File: src/rtl/txSerPkg.sv
package txSerPkg;

  typedef enum logic [1:0] {
    MODE_PLAIN = 2'd0,
    MODE_USB   = 2'd1,
    MODE_ETH   = 2'd2,
    MODE_ALT   = 2'd3
  } lineMode_e;

  typedef enum logic [1:0] {
    PH_IDLE  = 2'd0,
    PH_COUNT = 2'd1,
    PH_EOP   = 2'd2
  } txPhase_e;

  // strobes from control to datapath
  typedef struct packed {
    logic doTransfer;
    logic doShift;
  } serStrobe_t;

endpackage

File: src/rtl/txSerData.sv
module txSerData
  import txSerPkg::*;
#(
  parameter int DATA_W = 16,
  parameter int CNT_W  = $clog2(DATA_W + 1)
) (
  input  logic              clk,
  input  logic              rstN,
  input  logic              loadValid,
  input  logic [DATA_W-1:0] loadData,
  input  logic [CNT_W-1:0]  loadCount,
  input  serStrobe_t        strobe,
  output logic              bufFull,
  output logic [CNT_W-1:0]  shCnt,
  output logic              serBit
);

  localparam logic [CNT_W-1:0] MAX_CNT = CNT_W'(DATA_W);

  logic [DATA_W-1:0] bufData;
  logic [CNT_W-1:0]  bufCnt;
  logic [DATA_W-1:0] shReg;
  logic              loadOk;

  assign loadOk = loadValid && (loadCount != '0) && (loadCount <= MAX_CNT);

  always_ff @(posedge clk) begin
    if (!rstN) begin
      bufData <= '0;
      bufCnt  <= '0;
      bufFull <= 1'b0;
    end else if (loadOk) begin
      bufData <= loadData;
      bufCnt  <= loadCount;
      bufFull <= 1'b1;
    end else if (strobe.doTransfer) begin
      bufFull <= 1'b0;
    end
  end

  always_ff @(posedge clk) begin
    if (!rstN) begin
      shReg <= '0;
      shCnt <= '0;
    end else if (strobe.doTransfer) begin
      shReg <= bufData;
      shCnt <= bufCnt;
    end else if (strobe.doShift) begin
      shReg <= {1'b0, shReg[DATA_W-1:1]};
      shCnt <= shCnt - 1'b1;
    end
  end

  assign serBit = shReg[0] & (shCnt != '0);

  // an invalid count must not fill an empty buffer
  AST_BAD_LOAD_IGNORED: assert property (@(posedge clk) disable iff (!rstN)
    (loadValid && !loadOk && !bufFull) |=> !bufFull);

  AST_CNT_BOUND: assert property (@(posedge clk) disable iff (!rstN)
    strobe.doTransfer |=> (shCnt != '0) && (shCnt <= MAX_CNT));

endmodule

File: src/rtl/txSerCtrl.sv
module txSerCtrl
  import txSerPkg::*;
#(
  parameter int CNT_W         = 5,
  parameter int UNDERRUN_BITS = 8,
  localparam int DOWN_W       = $clog2(UNDERRUN_BITS + 1)
) (
  input  logic             clk,
  input  logic             rstN,
  input  logic [1:0]       lineMode,
  input  logic             bitStrobe,
  input  logic             bufFull,
  input  logic [CNT_W-1:0] shCnt,
  input  logic             enBufEmpty,
  input  logic             enUnderrun,
  input  logic [1:0]       flagClr,
  output serStrobe_t       strobe,
  output logic             eopOn,
  output logic             eopLine,
  output logic [1:0]       flags
);

  localparam logic [DOWN_W-1:0] DOWN_LOAD = DOWN_W'(UNDERRUN_BITS);

  txPhase_e          phase;
  logic [DOWN_W-1:0] downCnt;
  logic [1:0]        eopIdx;
  logic [1:0]        eopLast;
  logic              shBusy, lastStrobe, underrunEvt;
  logic              isUsb, eopMode;
  logic              flagBe, flagUr;

  assign isUsb   = lineMode_e'(lineMode) == MODE_USB;
  assign eopMode = isUsb || (lineMode_e'(lineMode) == MODE_ETH);
  assign eopLast = isUsb ? 2'd2 : 2'd1;

  assign shBusy      = shCnt != '0;
  assign lastStrobe  = bitStrobe && (shCnt == CNT_W'(1));
  assign underrunEvt = lastStrobe && !bufFull;

  always_comb begin
    strobe            = '0;
    strobe.doShift    = bitStrobe && shBusy;
    strobe.doTransfer = bufFull && ((!shBusy && phase != PH_EOP) || lastStrobe);
  end

  always_ff @(posedge clk) begin
    if (!rstN) begin
      phase   <= PH_IDLE;
      downCnt <= '0;
      eopIdx  <= '0;
    end else begin
      unique case (phase)
        PH_IDLE: begin
          if (underrunEvt && eopMode) begin
            phase   <= PH_COUNT;
            downCnt <= DOWN_LOAD;
          end
        end
        PH_COUNT: begin
          if (strobe.doTransfer) begin
            phase <= PH_IDLE;
          end else if (bitStrobe) begin
            downCnt <= downCnt - 1'b1;
            if (downCnt == DOWN_W'(1)) begin
              phase  <= PH_EOP;
              eopIdx <= '0;
            end
          end
        end
        PH_EOP: begin
          if (bitStrobe) begin
            if (eopIdx >= eopLast) phase <= PH_IDLE;
            else                   eopIdx <= eopIdx + 1'b1;
          end
        end
        default: phase <= PH_IDLE;
      endcase
    end
  end

  assign eopOn   = phase == PH_EOP;
  assign eopLine = eopOn && (!isUsb || eopIdx == 2'd2);

  always_ff @(posedge clk) begin
    if (!rstN) begin
      flagBe <= 1'b0;
      flagUr <= 1'b0;
    end else begin
      flagBe <= (flagBe && !flagClr[0]) || (strobe.doTransfer && enBufEmpty);
      flagUr <= (flagUr && !flagClr[1]) || (underrunEvt && enUnderrun);
    end
  end

  assign flags = {flagUr, flagBe};

  AST_SEAMLESS_RELOAD: assert property (@(posedge clk) disable iff (!rstN)
    (lastStrobe && bufFull) |=> shCnt != '0);

  AST_UNDERRUN_ARMS: assert property (@(posedge clk) disable iff (!rstN)
    (underrunEvt && eopMode) |=> (phase == PH_COUNT) && (downCnt == DOWN_LOAD));

  AST_PLAIN_NO_EOP: assert property (@(posedge clk) disable iff (!rstN)
    (underrunEvt && !eopMode) |=> phase == PH_IDLE);

  AST_EOP_NO_DATA: assert property (@(posedge clk) disable iff (!rstN)
    eopOn |-> shCnt == '0);

  AST_LOAD_CANCELS: assert property (@(posedge clk) disable iff (!rstN)
    (phase == PH_COUNT && strobe.doTransfer) |=> phase == PH_IDLE);

  AST_FLAG_GATED: assert property (@(posedge clk) disable iff (!rstN)
    $rose(flags[0]) |-> $past(enBufEmpty));

endmodule

File: src/rtl/txSerializer.sv
module txSerializer
  import txSerPkg::*;
#(
  parameter int DATA_W        = 16,
  parameter int UNDERRUN_BITS = 8,
  localparam int CNT_W        = $clog2(DATA_W + 1)
) (
  input  logic              clk,
  input  logic              rstN,
  input  logic [1:0]        lineMode,
  input  logic              bitStrobe,
  input  logic              loadValid,
  input  logic [DATA_W-1:0] loadData,
  input  logic [CNT_W-1:0]  loadCount,
  input  logic              enBufEmpty,
  input  logic              enUnderrun,
  input  logic [1:0]        flagClr,
  output logic              serBit,
  output logic              serActive,
  output logic              eopOn,
  output logic              eopLine,
  output logic [1:0]        flags,
  output logic              irq
);

  serStrobe_t       strobe;
  logic             bufFull;
  logic [CNT_W-1:0] shCnt;

  txSerData #(.DATA_W(DATA_W), .CNT_W(CNT_W)) u_data (
    .clk(clk), .rstN(rstN), .loadValid(loadValid), .loadData(loadData),
    .loadCount(loadCount), .strobe(strobe), .bufFull(bufFull),
    .shCnt(shCnt), .serBit(serBit)
  );

  txSerCtrl #(.CNT_W(CNT_W), .UNDERRUN_BITS(UNDERRUN_BITS)) u_ctrl (
    .clk(clk), .rstN(rstN), .lineMode(lineMode), .bitStrobe(bitStrobe),
    .bufFull(bufFull), .shCnt(shCnt), .enBufEmpty(enBufEmpty),
    .enUnderrun(enUnderrun), .flagClr(flagClr), .strobe(strobe),
    .eopOn(eopOn), .eopLine(eopLine), .flags(flags)
  );

  assign serActive = shCnt != '0;
  assign irq       = |flags;

endmodule

File: config.mk
export PLATFORM = sky130hd
export DESIGN_NAME = txSerializer
export DESIGN_NICKNAME = d
export VERILOG_FILES = /design/src/rtl/txSerPkg.sv /design/src/rtl/txSerData.sv /design/src/rtl/txSerCtrl.sv /design/src/rtl/txSerializer.sv
export SDC_FILE = /design/constraint.sdc
export NUM_CORES = 1
export LEC_CHECK = 0
export BUFFER_PORTS_ARGS = -buffer_cell sky130_fd_sc_hd__buf_2
export CAP_MARGIN = 20
export CORE_AREA = 4 4 76 78
export DETAILED_ROUTE_END_ITERATION = 7
export DIE_AREA = 0 0 80 82
export GPL_TIMING_DRIVEN = 0
export PLACE_DENSITY = 0.69
export SYNTH_ARGS = -nofsm -noshare
export SYNTH_HDL_FRONTEND = slang
export SYNTH_SLANG_ARGS = --single-unit
File: constraint.sdc
create_clock -name clk -period 5.8 [get_ports clk]
set_clock_uncertainty 0.15 [all_clocks]
set_input_delay 0.58 -clock clk [delete_from_list [all_inputs] [get_ports clk]]
set_output_delay 0.58 -clock clk [all_outputs]
set_load 0.05 [all_outputs]
==> results of run 1 <==
metrics by stage:
stage / hold slack [ps] / cells / setup slack, ps
final: 309 / 395 / 3180
after global routing: 342 / 395 / 3070
after CTS: 311 / 395 / 3170
after detailed placement: 298 / 388 / 3190
after global placement: 295 / 388 / 3210
after floorplan: 282 / 282 / 3420
sequential cells by signal (all words and copies together) (netlist names):
register and flops:
u_ctrl.downCnt 4, u_ctrl.eopIdx 2, u_ctrl.flagBe 1, u_ctrl.flagUr 1, u_ctrl.phase 2, u_data.bufCnt 5
u_data.bufData 16, u_data.bufFull 1, u_data.shCnt 5, u_data.shReg 16
tightest hold or removal path, stage by stage, from the launching register on:
cell	delay (ps)
dfxtp_1	320
nand2_1	50
a21oi_1	50
synth_stat cells (all sizes together):
| cell | n | area (µm²) |
|---|---|---|
| nand2 | 47 | 186 |
| a22oi | 1 | 7.51 |
| or3b | 1 | 8.76 |
| nor2 | 43 | 161 |
| or4b | 1 | 10.0 |
| o21a | 1 | 7.51 |
| xnor2 | 3 | 26.3 |
| inv | 9 | 33.8 |
| o41a | 1 | 11.3 |
| o21ai | 6 | 30.0 |
| buf | 14 | 104 |
| o2bb2ai | 1 | 8.76 |
| or4 | 2 | 15.0 |
| nor3 | 4 | 20.0 |
| dfxtp | 53 | 1060 |
| mux2i | 20 | 200 |
| or3 | 1 | 6.26 |
| clkbuf | 5 | 18.8 |
| a311oi | 15 | 131 |
| o221ai | 1 | 8.76 |
| o31a | 1 | 8.76 |
| ha | 9 | 113 |
| a21oi | 12 | 60.1 |
| or2 | 2 | 12.5 |
| nor2b | 3 | 18.8 |
| o32ai | 1 | 8.76 |
| nand2b | 3 | 18.8 |
| o31ai | 1 | 12.5 |
| nand3 | 6 | 35.0 |
| xor2 | 2 | 17.5 |
| nor4 | 2 | 12.5 |
| o211ai | 2 | 20.0 |
| a211oi | 2 | 20.0 |
| o2111a | 1 | 11.3 |
| and3 | 1 | 6.26 |
| o22ai | 3 | 18.8 |
| and2 | 2 | 15.0 |
path summary, 6_finish.rpt:
check / start / endpoint / slack (ps) / cells after the start
max: u_data.shCnt[0]$_SDFFE_PN0P_ / serBit / 3180 / 6
min: u_data.bufCnt[4]$_SDFFE_PN0P_ / u_data.bufCnt[4]$_SDFFE_PN0P_ / 310 / 2
max reg2reg: u_ctrl.eopIdx[0]$_SDFFE_PN0P_ / u_ctrl.eopIdx[1]$_SDFFE_PN0P_ / 3690 / 7
min reg2reg: u_data.bufCnt[4]$_SDFFE_PN0P_ / u_data.bufCnt[4]$_SDFFE_PN0P_ / 310 / 2
metal layers:
metal	vias to the layer above	global-route usage, %
met5	-	0
met4	0	7.60
met3	8	3.73
met2	32	25.6
met1	951	22.6
li1	1058	-
layout make-up:
cell class / instances / area, µm²
flip-flops and latches: 53 / 1060
repair buffers: 36 / 180
inverters: 9 / 33.8
clock inverters: 1 / 7.51
clock buffers: 6 / 82.6
multi-input cells: 201 / 1250
plain buffers: 19 / 123
fillers: 483 / 2250
well taps: 70 / 87.6
power by group:
part | internal [mW] | leakage (nW) | switching [mW]
clock | 0.0946 | 0.0433 | 0.120
sequential | 0.417 | 0.432 | 0.0375
combinational | 0.161 | 0.753 | 0.240
logic make-up after synthesis:
kind of cell / after synthesis / synth area share (%)
and+or+nand+nor: 118 / 21.4
adders and majority gates: 9 / 4.57
DFF: 53 / 43.0
muxes: 20 / 8.12
AOI/OAI and AO/OA: 49 / 14.8
xor gates and xnor gates: 5 / 1.78
buffers and inverters: 28 / 6.34
placed cells by master, fill, tap and decap left out, types with 5 or more instances in the layout:
cell type and n:
dfxtp_1 53, buf_2 41, o21ai_0 6, clkbuf_1 5, a21oi_1 12, a311oi_1 15
nor2_1 43, buf_4 6, clkbuf_8 6, inv_1 8, ha_1 9, nand3_1 5
nand2_1 45, mux2i_1 20
==> flow_summary.ini, run 1 <==
[critical_path]
worstSetupStartpointType = register
worst-path-buf-inv = 3
endpoint_kind = primary output
crit_arrival_ps = 1890
cp.required_ps = 5070
worstSetupPathType = register to primary output
crit_slowest_cell = or4b_1
path_delay_family = simple AND/OR/NAND/NOR gates
path_max_fanout = 6
cpPeakStageDelay_ps = 450
cp_cell_sequence = inv_1 -> ha_1 -> or4b_1 -> buf_6 -> and2_1 -> buf_2

[grt]
grt_pass1_wl_um = 8630
grt_pass1_vias = 1826
antenna_found_initial = 0
grt_max_degree = 16
grt_usage_pct = 16.8
overflow = 0

[cts]
hold_buffers = 0
clkTransAtPathRegs_ps = 90
clock-root-buffer = clkbuf_8
cts_sinks = 53
postCtsSetupRepairBufs = 0
numCtsBuffers = 5
cts_resized = 0
clock_path_buffers = 2
h-tree-depth = 2
clkLatencyLatePin_ps = 310
cts_tree = yes

[detailed_routing]
drt-met1-wl_um = 2620
wl_per_cell_um = 13.1
highest_layer = met4
vias = 2049
drtIter0Drc = 95
ant_nets = 0
drc_errors = 0
wl_met3_um = 209
wl_met2_um = 2270
dr.pass1.iters = 4
viasPerCell = 5.19
wl_um = 5180

[timing]
tns_ps = 0
fin_crit_ps = 2620
tightestPinTransition_ps = 550
period_share_pct = 45.2
setup_violations = 0
maxSlewViolCount = 0
relSlewSlack_pct = 63.2
fmax_ghz = 0.382
finalHoldViolCount = 0
rsz0062_at_grt = false

[yosys]
yosysUniqueCellTypes = 46
ys_warn_count = 0
ys_seq_elements = 53
syn_avg_cell_area_um2 = 8.75
syn_inst = 282
syn-cell-area_mm2 = 0.00247
seq_area_frac_synth_pct = 43.0
synth_nets = 322

[power]
powerDensity_mw_per_mm2 = 379
power.leakage_nw = 1.23
totalPowerFinal_mw = 1.07
ir_drop_mv = 0.190

[floorplan]
num_rows = 26
initial_core_util_pct = 48.6
dieArea_mm2 = 0.00656
coreArea_mm2 = 0.00507
pin_count = 38
dieHeight_um = 82
die-width_um = 80

[outcome]
status = completed

[placement]
portBuffers = 36
gp_congestion = 0.806
postPlaceCellArea_mm2 = 0.00273
hpwlAfterDp_um = 3740

[final_layout]
num-nets-final = 365
final_area_mm2 = 0.00282
area_growth_pct = 14.5
drive_gt1_share_pct = 20.9
finish.utilization_pct = 55.6
diodes = 0

[flow_run]
cap_violations = 0

[min_path]
worstHoldPathType = register to register
Note: power is estimated with default switching activity, not from simulation.
==> inputs of run 2 (changes only) <==
ABC_AREA = 1   (was not set)
CORE_AREA = 4 4 78 80   (was 4 4 76 78)
DIE_AREA = 0 0 82 84   (was 0 0 80 82)
PLACE_DENSITY = 0.7   (was 0.69)
clock period = 2.6 ns   (was 5.8 ns; I/O delays follow)
==> flow_summary.ini, run 2 <==
[yosys]
ys_warn_count = 0
yosysMostFrequentCell = nand2_1
synth_nets = 408
syn-cell-area_mm2 = 0.00263
yosys-top-cells-area = dfxtp_1 (40%), nand2_1 (11%), a21oi_1 (9.7%)
ys_seq_elements = 53
seq_area_frac_synth_pct = 40.4
syn_avg_cell_area_um2 = 7.14
synth_edf_count = 0
netlist.top_cell.by_area = dfxtp_1
synth_top_area_share_pct = 40.4
async_flop_share_pct = 0
netlist_top_cells_count = nand2_1 (74), dfxtp_1 (53), a21oi_1 (51)
synth_ff_type = dfxtp_1
yosysUniqueCellTypes = 28
syn_inst = 368

[outcome]
status = completed

[power]
power.leakage_nw = 1.39
powerDensity_mw_per_mm2 = 947
ir_drop_mv = 0.441

[grt]
grt_pass1_wl_um = 9450
overflow = 0
grt_usage_pct = 17.3
grt_max_degree = 16
antenna_found_initial = 0
grt_pass1_vias = 2075

[flow_run]
cap_violations = 0

[placement]
postPlaceCellArea_mm2 = 0.00290
portBuffers = 37
gp_congestion = 0.830
dp.cells = 477
hpwlAfterDp_um = 4200

[floorplan]
dieHeight_um = 84
die-width_um = 82
pin_count = 38
coreArea_mm2 = 0.00541
initial_core_util_pct = 48.6
num_rows = 27
dieArea_mm2 = 0.00689

[min_path]
hp-start = enBufEmpty
worstHoldPathType = input pin to register
whs_endpoint = u_ctrl.flagBe$_SDFF_PN0_
whs_path_depth = 3

[final_layout]
final_common_cell = nand2_1
drive_gt1_share_pct = 18.0
area_growth_pct = 13.9
finalNonFillerCells = 484
diodes = 0
num-nets-final = 452
final_area_mm2 = 0.00299
final_cell_mix = nand2_1 (74), dfxtp_1 (53), a21oi_1 (51)
top_regs = u_data.bufData (16), u_data.shReg (16)

[critical_path]
crit_top_cell = inv_1
endpoint_kind = primary output
path_max_fanout = 4
cp.required_ps = 2190
r2r_start = u_data.shCnt[1]$_SDFFE_PN0P_
crit_arrival_ps = 1560
rrSetupSlack_ps = 730
worstSetupPathType = register to primary output
worst-path-buf-inv = 4
r2r-end = u_data.shReg[1]$_SDFFE_PN0P_
cp_cell_sequence = inv_1 -> ha_1 -> inv_1 -> nor2_1 -> nand2_2 -> inv_1 -> nor2_1 -> buf_2
worstSetupStartpointType = register
path_delay_family = buffers and inverters
cpPeakStageDelay_ps = 400
crit_slowest_cell = dfxtp_1
reg2reg_depth = 10
startpoint = u_data.shCnt[0]$_SDFFE_PN0P_

[detailed_routing]
wl_um = 5660
dr.pass1.iters = 4
vias = 2346
wl_per_cell_um = 11.7
drtIter0Drc = 80
ant_nets = 0
viasPerCell = 4.85
drc_errors = 0

[timing]
maxSlewViolCount = 0
period_share_pct = 75.9
fin_crit_ps = 1970
setup_violations = 0
fmax_ghz = 0.507
tns_ps = 0
relSlewSlack_pct = 62.6
rsz0062_at_grt = false
tightestPinTransition_ps = 561
finalHoldViolCount = 0

[cts]
clock-root-buffer = clkbuf_8
cts_sinks = 53
hold_buffers = 0
cts_tree = yes
cts_resized = 0
clkLatencyLatePin_ps = 310
numCtsBuffers = 5
clkTransAtPathRegs_ps = 90
clock_path_buffers = 2
postCtsSetupRepairBufs = 0
h-tree-depth = 2
[run 2: changes by cell type after synthesis, moves of 4 or more]
cell / before / now
a21oi_1: 12 / 51
mux2i_1: 20 / 0
o21ai_1: 0 / 15
inv_1: 8 / 47
o21ai_0: 6 / 29
buf_4: 6 / 2
nand2_2: 1 / 6
clkbuf_1: 5 / 9
a311oi_1: 15 / 0
buf_2: 5 / 0
nand2_1: 45 / 74
nand3_1: 5 / 15
nor2_1: 43 / 26
[run 2: power by group]
part           total [mW]  switching (mW)  leakage [nW]  internal (mW)
Sequential           1.09           0.111         0.434          0.976
Combinational        1.27           0.816         0.911          0.455
Clock               0.478           0.267        0.0433          0.211
Total                2.84            1.19          1.39           1.64
[run 2: metal layers]
metal	vias to the layer above	global-route usage [%]	share of wire (%)
met5	-	0	0
met4	0	6.34	1.8
met3	9	3.46	4.7
met2	53	28.1	48
met1	1024	22.3	46
li1	1260	-	-
[run 2: layout make-up]
class / count / area (µm²)
fill: 567 / 2410
multi-input combinational: 247 / 1260
tap: 72 / 90.1
clock buffer: 6 / 82.6
inverter: 51 / 196
sequential: 53 / 1060
timing repair buffer: 37 / 185
clock inverter: 1 / 7.51
buffer: 17 / 110
[run 2: kinds of logic (layout without fill, tap and decap cells)]
family / count (synthesis) / after routing / share of synthesized area (%)
fa+ha+maj: 9 / 9 / 4.28
xor+xnor: 4 / 4 / 1.33
compound gates: 99 / 99 / 19.4
simple gates: 135 / 135 / 23.0
buf+inv: 68 / 112 / 11.7
flops: 53 / 53 / 40.4
[run 2: worst max path at each step]
stage	cells after the start	end
global placement	10	u_data.shReg[1]$_SDFFE_PN0P_
global route	10	u_data.shReg[1]$_SDFFE_PN0P_
CTS	8	serBit
detailed placement	10	u_data.shReg[12]$_SDFFE_PN0P_
floorplan	7	serBit
finish	8	serBit
[run 2: worst min-delay path: cells and delay by family]
| kind | cells | cell delay, ps |
|---|---|---|
| simple gates | 1 | 50 |
| compound gates | 1 | 50 |
| buf+inv | 1 | 90 |
[run 2: through the flow]
stage	hold slack [ps]	power, mW	worst slack [ps]	utilization (%)
after floorplan	252	2.11	508	-
after global placement	281	2.35	763	53.7
after detailed placement	286	2.38	728	53.7
after CTS	32.2	2.85	621	55.4
after global routing	40.9	3.07	494	55.4
final	38.1	2.84	626	55.4
==> inputs of run 3 (changes only) <==
PLACE_DENSITY = 0.72   (was 0.7)
clock period = 1.8 ns   (was 2.6 ns; I/O delays follow)
==> flow_summary.ini, run 3 (synthesis gave the netlist of run 2 again) <==
[outcome]
status = completed

[critical_path]
worstSetupStartpointType = register
cp.required_ps = 1900
cp_cell_sequence = inv_4 -> ha_4 -> inv_2 -> nor2_4 -> nand3_2 -> nand2_4 -> nand2_8 -> buf_6 -> nand2_2 -> nand3_2 -> nand2_1 -> nand2_1 -> nor2_1
crit_arrival_ps = 1860
rrSetupSlack_ps = 50
crit_slowest_cell = dfxtp_4
reg2reg_depth = 13
path_depth = 13
cp-endpoint = u_ctrl.phase[1]$_SDFFE_PN0P_
path_delay_family = simple AND/OR/NAND/NOR gates
r2r-end = u_ctrl.phase[1]$_SDFFE_PN0P_
path_max_fanout = 6
worst-path-buf-inv = 3
startpoint = u_data.shCnt[0]$_SDFFE_PN0P_
cpPeakStageDelay_ps = 380
r2r_start = u_data.shCnt[0]$_SDFFE_PN0P_
worstSetupPathType = register to register
endpoint_kind = register

[final_layout]
diodes = 0
finalNonFillerCells = 506
final_cell_mix = nand2_1 (68), dfxtp_1 (51), a21oi_1 (49)
top_regs = u_data.bufData (16), u_data.shReg (16)
final_common_cell = nand2_1
register_area_mm2 = 0.00107
fill_cells = 502
drive_gt1_share_pct = 23.7
area_growth_pct = 27.2
num-nets-final = 473
final_area_mm2 = 0.00334
multi_input_area_mm2 = 0.00136

[floorplan]
die-width_um = 82
pin_count = 38
num_rows = 27
initial_core_util_pct = 48.6
dieHeight_um = 84
dieArea_mm2 = 0.00689
coreArea_mm2 = 0.00541

[power]
power.leakage_nw = 1.51
powerDensity_mw_per_mm2 = 1400
ir_drop_mv = 0.775

[detailed_routing]
viasPerCell = 4.88
wl_per_cell_um = 12.2
vias = 2471
ant_nets = 0
drtIter0Drc = 129
wl_um = 6160
drc_errors = 0
dr.pass1.iters = 5

[cts]
clkLatencyLatePin_ps = 310
clkTransAtPathRegs_ps = 100
h-tree-depth = 2
clock-root-buffer = clkbuf_8
clock_path_buffers = 2
cts_sinks = 53
numCtsBuffers = 5
cts_tree = yes

[timing]
fmax_ghz = 0.570
maxSlewViolCount = 0
tightestPinTransition_ps = 571
setup_ws_ps = 46.5
tns_ps = 0
relSlewSlack_pct = 61.9
rsz0062_at_grt = true
setup_violations = 0
fin_crit_ps = 1750
finalHoldViolCount = 0
period_share_pct = 97.4

[flow_run]
cap_violations = 0

[placement]
postPlaceCellArea_mm2 = 0.00291
gp_congestion = 0.816
dp.cells = 477
hpwlAfterDp_um = 4240
portBuffers = 37
place_ws_ps = -131

[grt]
grt_pass1_wl_um = 10200
grt_pass1_vias = 2266
overflow = 0
antenna_found_initial = 0
grt_max_degree = 17
grt_usage_pct = 18.9

[min_path]
worstHoldPathType = input pin to register
==> run 3: layer usage <==
| metal | vias to the layer above | wire [µm] | global-route usage (%) | part of all wire [%] |
|---|---|---|---|---|
| met5 | - | 0 | 0 | 0 |
| met1 | 1100 | 2710 | 23.9 | 44 |
| met2 | 53 | 3090 | 31.4 | 50 |
| met3 | 7 | 277 | 4.10 | 4.5 |
| met4 | 0 | 83 | 6.04 | 1.3 |
| li1 | 1311 | - | - | - |
==> run 3: through the flow <==
step / util [%] / total power [mW] / hold slack, ps
2_1_floorplan: - / 3.07 / 172
3_3_place_gp: 53.9 / 3.41 / 282
3_5_place_dp: 53.9 / 3.46 / 284
4_1_cts: 58.4 / 4.22 / 0.163
5_1_grt: 61.9 / 5.04 / 17.2
6_report: 61.9 / 4.67 / 7.18
==> run 3: timing repair <==
action                     in CTS  in global routing
setup endpoints to repair      23                 30
setup buffers                   1                  6
pin swaps                       0                  6
hold endpoints to repair       12                  0
hold buffers                   13                  0
resized for setup               6                 37
gates cloned                    0                  1
==> run 3: area by class of cell <==
| class | count | share of cell area [%] |
|---|---|---|
| timing repair buffer | 58 | 12.1 |
| sequential | 53 | 31.9 |
| buffer | 17 | 3.71 |
| clock inverter | 2 | 0.412 |
| tap | 72 | 2.69 |
| multi-input combinational | 247 | 40.8 |
| clock buffer | 6 | 2.47 |
| inverter | 51 | 6.03 |
==> run 3: worst min-delay path by stage <==
stage	start	end	slack [ps]	cells after the start
after floorplan	rstN	u_data.shReg[5]$_SDFFE_PN0P_	170	2
final	loadData[0]	u_data.bufData[0]$_SDFFE_PN0P_	7	3
after detailed placement	u_data.bufData[13]$_SDFFE_PN0P_	u_data.bufData[13]$_SDFFE_PN0P_	280	2
after global routing	loadData[15]	u_data.bufData[15]$_SDFFE_PN0P_	20	3
after CTS	loadData[2]	u_data.bufData[2]$_SDFFE_PN0P_	0.2	3
after global placement	u_data.bufData[14]$_SDFFE_PN0P_	u_data.bufData[14]$_SDFFE_PN0P_	280	2
==> run 3: worst register-to-register path, stage by stage (launching register included) <==
cell	delay (ps)
dfxtp_4	380
inv_4	70
ha_4	120
inv_2	40
nor2_4	130
nand3_2	110
nand2_4	130
nand2_8	90
buf_6	150
nand2_2	60
nand3_2	70
nand2_1	60
nand2_1	40
nor2_1	100
==> run 3: power breakdown <==
part           leakage (nW)  switching (mW)  internal (mW)
sequential            0.435           0.184           1.42
clock                0.0512           0.400          0.313
combinational          1.02            1.39          0.967
total                  1.51            1.98           2.69
